**src/rtl/radix_walker.sv**
```systemverilog
module radix_walker #(
  parameter int PA_W       = 56,
  parameter int PID_W      = 20,
  parameter int MAX_LEVELS = 5,
  parameter int MIN_W      = 5
) (
  input  logic             clk,
  input  logic             rst_n,
  input  logic             walk_valid,
  output logic             walk_ready,
  input  logic [PID_W-1:0] walk_pid,
  input  logic [PA_W-1:0]  walk_ptab,
  input  logic [4:0]       walk_ptsz,
  input  logic [63:0]      walk_ea,
  output logic             mem_rd_valid,
  input  logic             mem_rd_ready,
  output logic [PA_W-1:0]  mem_rd_addr,
  input  logic             mem_rsp_valid,
  input  logic [63:0]      mem_rsp_data,
  output logic             walk_done,
  output logic [1:0]       walk_cause,
  output logic [PA_W-1:0]  walk_real,
  output logic [63:0]      walk_pte,
  output logic [PA_W-1:0]  walk_pte_addr,
  output logic [5:0]       walk_psize
);
  localparam int LVL_W = $clog2(MAX_LEVELS + 1);
  localparam logic [1:0] C_OK = 2'd0, C_NOENT = 2'd1, C_BAD = 2'd2;

  typedef enum logic [1:0] {IDLE, CHK, REQ, WAIT} st_t;
  st_t state;

  logic             pt_q;
  logic [63:0]      ea_q;
  logic [PA_W-1:0]  base_q, addr_q;
  logic [4:0]       w_q;
  logic [5:0]       rem_q;
  logic [LVL_W-1:0] lvl_q;
  logic             done_q;
  logic [1:0]       cause_q;
  logic [PA_W-1:0]  real_q, paddr_q;
  logic [63:0]      pte_q;
  logic [5:0]       psize_q;

  wire pt_oob = (64'(walk_pid) << 4) >= (64'd1 << (6'(walk_ptsz) + 6'd12));
  wire [PA_W-1:0] pt_addr = (walk_ptab & ~PA_W'(15)) + (PA_W'(walk_pid) << 4);
  wire [5:0] shamt = rem_q - 6'(w_q);
  wire [PA_W-4:0] idx = (PA_W-3)'((ea_q >> shamt) & ((64'd1 << w_q) - 64'd1));
  wire [PA_W-1:0] ent_addr = base_q + {idx, 3'b000};
  wire [PA_W-1:0] low_mask = (PA_W'(1) << shamt) - PA_W'(1);
  wire bad_cfg = (w_q < 5'(MIN_W)) || (6'(w_q) > rem_q);
  wire last_lvl = (lvl_q == LVL_W'(MAX_LEVELS - 1));
  wire [63:0] d = mem_rsp_data;

  assign walk_ready    = (state == IDLE);
  assign mem_rd_valid  = (state == REQ);
  assign mem_rd_addr   = addr_q;
  assign walk_done     = done_q;
  assign walk_cause    = cause_q;
  assign walk_real     = real_q;
  assign walk_pte      = pte_q;
  assign walk_pte_addr = paddr_q;
  assign walk_psize    = psize_q;

  always_ff @(posedge clk) begin
    if (!rst_n) begin
      state   <= IDLE;
      pt_q    <= 1'b0;
      ea_q    <= '0;
      base_q  <= '0;
      addr_q  <= '0;
      w_q     <= '0;
      rem_q   <= '0;
      lvl_q   <= '0;
      done_q  <= 1'b0;
      cause_q <= C_OK;
      real_q  <= '0;
      paddr_q <= '0;
      pte_q   <= '0;
      psize_q <= '0;
    end else begin
      done_q <= 1'b0;
      case (state)
        IDLE: if (walk_valid) begin
          ea_q <= walk_ea;
          if (pt_oob) begin
            done_q  <= 1'b1;
            cause_q <= C_NOENT;
          end else begin
            addr_q <= pt_addr;
            pt_q   <= 1'b1;
            state  <= REQ;
          end
        end
        CHK: if (bad_cfg) begin
          done_q  <= 1'b1;
          cause_q <= C_BAD;
          state   <= IDLE;
        end else begin
          addr_q <= ent_addr;
          state  <= REQ;
        end
        REQ: if (mem_rd_ready) state <= WAIT;
        WAIT: if (mem_rsp_valid) begin
          if (pt_q) begin
            pt_q   <= 1'b0;
            base_q <= {d[PA_W-1:8], 8'b0};
            w_q    <= d[4:0];
            rem_q  <= d[61:56];
            lvl_q  <= '0;
            state  <= CHK;
          end else if (!d[63]) begin
            done_q  <= 1'b1;
            cause_q <= C_NOENT;
            state   <= IDLE;
          end else if (d[62]) begin
            done_q  <= 1'b1;
            cause_q <= C_OK;
            real_q  <= (d[PA_W-1:0] & ~low_mask) | (ea_q[PA_W-1:0] & low_mask);
            pte_q   <= d;
            paddr_q <= addr_q;
            psize_q <= shamt;
            state   <= IDLE;
          end else if (last_lvl) begin
            done_q  <= 1'b1;
            cause_q <= C_BAD;
            state   <= IDLE;
          end else begin
            base_q <= {d[PA_W-1:8], 8'b0};
            w_q    <= d[4:0];
            rem_q  <= shamt;
            lvl_q  <= lvl_q + 1'b1;
            state  <= CHK;
          end
        end
        default: state <= IDLE;
      endcase
    end
  end


  rd_hold_chk: assert property (@(posedge clk) disable iff (!rst_n)
    mem_rd_valid && !mem_rd_ready |=> mem_rd_valid && $stable(mem_rd_addr));


  rd_align_chk: assert property (@(posedge clk) disable iff (!rst_n)
    mem_rd_valid |-> mem_rd_addr[2:0] == 3'b000);


  idle_quiet_chk: assert property (@(posedge clk) disable iff (!rst_n)
    walk_ready |-> !mem_rd_valid);


  done_pulse_chk: assert property (@(posedge clk) disable iff (!rst_n)
    walk_done |=> !walk_done);


  leaf_low_chk: assert property (@(posedge clk) disable iff (!rst_n)
    walk_done && walk_cause == C_OK |->
      ((walk_real ^ ea_q[PA_W-1:0]) & ((PA_W'(1) << walk_psize) - PA_W'(1))) == '0);


  cause_legal_chk: assert property (@(posedge clk) disable iff (!rst_n)
    walk_done |-> walk_cause != 2'd3);


  depth_chk: assert property (@(posedge clk) disable iff (!rst_n)
    state != IDLE |-> lvl_q < LVL_W'(MAX_LEVELS));
endmodule

```
**config.mk**
```make
export PLATFORM = sky130hd
export DESIGN_NAME = radix_walker
export DESIGN_NICKNAME = d
export VERILOG_FILES = /design/src/rtl/radix_walker.sv
export SDC_FILE = /design/constraint.sdc
export NUM_CORES = 1
export LEC_CHECK = 0
export BUFFER_PORTS_ARGS = -buffer_cell sky130_fd_sc_hd__buf_2
export CORE_ASPECT_RATIO = 0.75
export CORE_MARGIN = 3
export CORE_UTILIZATION = 51
export CTS_CLUSTER_DIAMETER = 200
export DETAILED_ROUTE_END_ITERATION = 7
export PLACE_DENSITY = 0.87
export SLEW_MARGIN = 20
export SYNTH_ARGS = -nofsm -noshare
export SYNTH_HDL_FRONTEND = slang
export SYNTH_SLANG_ARGS = --single-unit
```
**constraint.sdc**
```tcl
create_clock -name clk -period 6.1 [get_ports clk]
set_clock_uncertainty 0.2 [all_clocks]
set_input_delay 0.61 -clock clk [delete_from_list [all_inputs] [get_ports clk]]
set_output_delay 0.61 -clock clk [all_outputs]
set_load 0.02 [all_outputs]
```
==> results.yml <==
timing:
  min_period_ns: 5.897
  setup_violations: 0
  fin_tns_setup_ns: 0
  max_freq_ghz: 0.1696
  max_slew_margin: 0.2360
  grt_setup_unrepaired: "yes"
  hold_violations: 0
  post-route-period-util: 0.9667
  worstMarginPinSlew_ns: 1.146
  maxSlewViolCount: 0
floorplan:
  io_pins: 457
  die_w_um: 254.5
  dieArea_um2: 48970
  die_y_um: 192.4
  core-area_um2: 45180
  fp-row-count: 67
  start_util: 0.5229
setup_path:
  cp_data_required_time_ns: 6.39
  cpMaxStageDelayCell: "fa_2"
  reg2reg_slack_ns: 0.20
  r2r_end: "mem_rd_addr[54]"
  critical_path.most_common_cell: "buf_4"
  cp.arrival_ns: 6.19
  criticalPathCategory: "flop to flop"
  start_kind: "flop"
  r2r_cells: 26
  r2r-start: "rem_q[0]"
  end_kind: "flop"
  cp_max_fo: 5
  max_stage_delay_ns: 0.63
routing:
  dr_wl_met2_um: 42250
  post_drt_via_cell_ratio: 6.302
  avgRoutedWirePerCell_um: 23.06
  routed-via-count: 27410
  highest_layer: "met5"
  remaining_drc_errors: 0
  met3_length_um: 13930
  dr.first_iter.drc_count: 3828
  drt_pass1_iterations: 6
  antenna_left: 0
  wl_met1_um: 39520
  wl_um: 100300
logic_synthesis:
  ys_warn_count: 0
  synthFlopType: "dfxtp_1"
  synth.avg_cell_area_um2: 7.297
  synthesis.area_um2: 23630
  synth_async_sr_flop_share: 0
  seq_area_frac_synth: 0.3076
  synth_seq_cells: 363
  ys_types: 85
  syn_inst: 3238
  synth_edf_count: 0
layout:
  nNetsFinal: 4047
  drive_gt1_frac: 0.2306
  multiInputGateArea_um2: 15630
  stdcell_count: 4350
  final_cell_mix: "nand2_1, a21oi_1, buf_2, dfxtp_1, nor2_1"
  area_growth_pct: 24.32
  nFillCells: 3882
  ff_latch_area_um2: 7268
  mostFrequentLayoutCell: "nand2_1"
placed_design:
  io_buffer_count: 446
  hpwl_um: 75330
  placedCellCount: 4265
  place.gp.congestion: 1.087
global_route:
  antenna_found_initial: 7
  grt_first_pass_wirelength_um: 145600
  grt_overflow_total: 0
  grt_start_max_net_pins: 161
  grt_pass1_vias: 24700
  grt.total_usage: 0.3853
clock_network:
  htreeDepth: 2
  cts_tree: "built"
  clk_pin_slew_ns: 0.08
  cts_sinks: 363
  cts-hold-fix-buffers: 0
  numCtsBuffers: 38
  cts_root_buffer: "clkbuf_16"
  clock_latency_ns: 0.58
  ctsLongestPathBuffers: 3
hold_path:
  hold_end: "ea_q[16]"
  min_from: "walk_ea[16]"
  hp-class: "primary input to flop"
  min_path_cells: 3
run:
  drv_cap: 0
power_and_ir_drop:
  p_total_mw: 6.076
  ir_drop_mv: 0.2145
  powerDensity_nw_per_um2: 206.9
  leakagePower_nw: 12.91
run_status:
  status: "finished, final reports clean"
[area by class of cell]
class,instances,area share
antenna,4,0.0003408
clock inverter,15,0.006688
sequential,363,0.2475
multi-input combinational,2606,0.5320
clock buffer,52,0.03791
timing repair buffer,685,0.1454
tap,586,0.02496
inverter,39,0.005240
[worst max-delay path: cells and delay by family (launching register included)]
family	cells	cell delay, ns
AND/OR/NAND/NOR	2	0.11
adder cells (fa/ha/maj)	3	1.07
multiplexers	3	0.89
AO/OA/AOI/OAI	12	2.53
buffers and inverters	6	0.69
flip-flops	1	0.32
[state kept, by name, summed over array words and instances (netlist names)]
signal and flops:
w_q 5, base_q 48, lvl_q 3, pt_q 1, rem_q 6, walk_real 56
walk_done 1, mem_rd_addr 53, state 2, walk_pte_addr 53, walk_psize 6, walk_cause 2
ea_q 64, walk_pte 63
[cells by family (layout without fill, tap and decap cells)]
kind of cell,count (synthesis),after routing,share of synthesized area
and+or+nand+nor,1230,1230,0.2186
AOI/OAI and AO/OA,1010,1010,0.2592
DFF,363,363,0.3076
buffers and inverters,288,791,0.04893
adders and majority gates,100,100,0.05391
muxes,151,151,0.07636
xor gates and xnor gates,95,95,0.03522
other,1,24,0.0001587
[what timing repair did]
item                       in CTS  in global routing
setup endpoints to repair       0                 24
gates resized for setup         0                 59
setup buffers                   0                 11
[layer usage]
metal,track usage,vias up
met5,0,-
met3,0.1081,322
met4,0.1453,12
met1,0.5275,12840
li1,-,12440
met2,0.5772,1801
[synthesized netlist by cell type (6+ instances only)]
| master | n | area (um^2) |
|---|---|---|
| mux4_2 | 22 | 495.5 |
| mux2_2 | 14 | 157.7 |
| o21bai_1 | 8 | 60.06 |
| o31ai_1 | 10 | 75.07 |
| o21a_1 | 13 | 97.59 |
| inv_1 | 37 | 138.9 |
| and2_1 | 12 | 75.07 |
| a211oi_1 | 73 | 548.0 |
| nor2_1 | 245 | 919.6 |
| o21ai_0 | 185 | 925.9 |
| xnor2_1 | 61 | 534.3 |
| nand3_1 | 65 | 325.3 |
| mux2i_1 | 115 | 1151 |
| buf_4 | 8 | 60.06 |
| xor2_1 | 34 | 297.8 |
| a22oi_1 | 17 | 127.6 |
| o221ai_1 | 9 | 78.83 |
| nand2b_1 | 11 | 68.82 |
| buf_1 | 17 | 63.81 |
| nand2_1 | 722 | 2710 |
| nor3b_1 | 6 | 45.04 |
| nand4_1 | 24 | 150.1 |
| ha_1 | 97 | 1214 |
| a2111oi_0 | 7 | 61.31 |
| buf_2 | 30 | 150.1 |
| a221oi_1 | 8 | 70.07 |
| a32oi_1 | 9 | 78.83 |
| a31oi_1 | 27 | 168.9 |
| dfxtp_1 | 363 | 7267 |
| nor2b_1 | 33 | 206.5 |
| nor3_1 | 58 | 290.3 |
| clkbuf_1 | 193 | 724.4 |
| o211ai_1 | 20 | 150.1 |
| and3_1 | 22 | 137.6 |
| or2_2 | 7 | 43.79 |
| o22ai_1 | 11 | 68.82 |
| a311oi_1 | 18 | 157.7 |
| a21oi_1 | 466 | 2332 |
| a21o_1 | 61 | 457.9 |
[report_power, final]
part / total, mW / internal, mW / switching [mW]
Sequential: 2.54 / 2.44 / 0.0997
Combinational: 1.05 / 0.376 / 0.673
Clock: 2.49 / 1.42 / 1.07
Total: 6.08 / 4.24 / 1.84
[stage by stage]
step | area [um^2] | setup WS, ns | utilization | hold slack, ns
global route | 29370 | -0.09293 | 0.6499 | 0.07017
detailed placement | 27640 | 0.1461 | 0.6118 | 0.2431
floorplan | 23700 | 0.3453 | - | 0.2319
finish | 29370 | 0.2031 | 0.6500 | 0.05738
CTS | 28950 | 0.09848 | 0.6408 | 0.04978
global placement | 27640 | 0.1958 | 0.6118 | 0.2382
[worst max path at each step]
stage             start               to  slack, ns  cells after the start
2_1_floorplan    w_q[1]  mem_rd_addr[53]       0.35                     26
3_3_place_gp   rem_q[0]  mem_rd_addr[51]       0.20                     25
3_5_place_dp     w_q[0]  mem_rd_addr[51]       0.15                     24
4_1_cts          w_q[0]  mem_rd_addr[51]        0.1                     24
5_1_grt        rem_q[0]  mem_rd_addr[46]      -0.09                     26
6_report       rem_q[0]  mem_rd_addr[54]       0.20                     26
(Power assumes the default switching activity.)
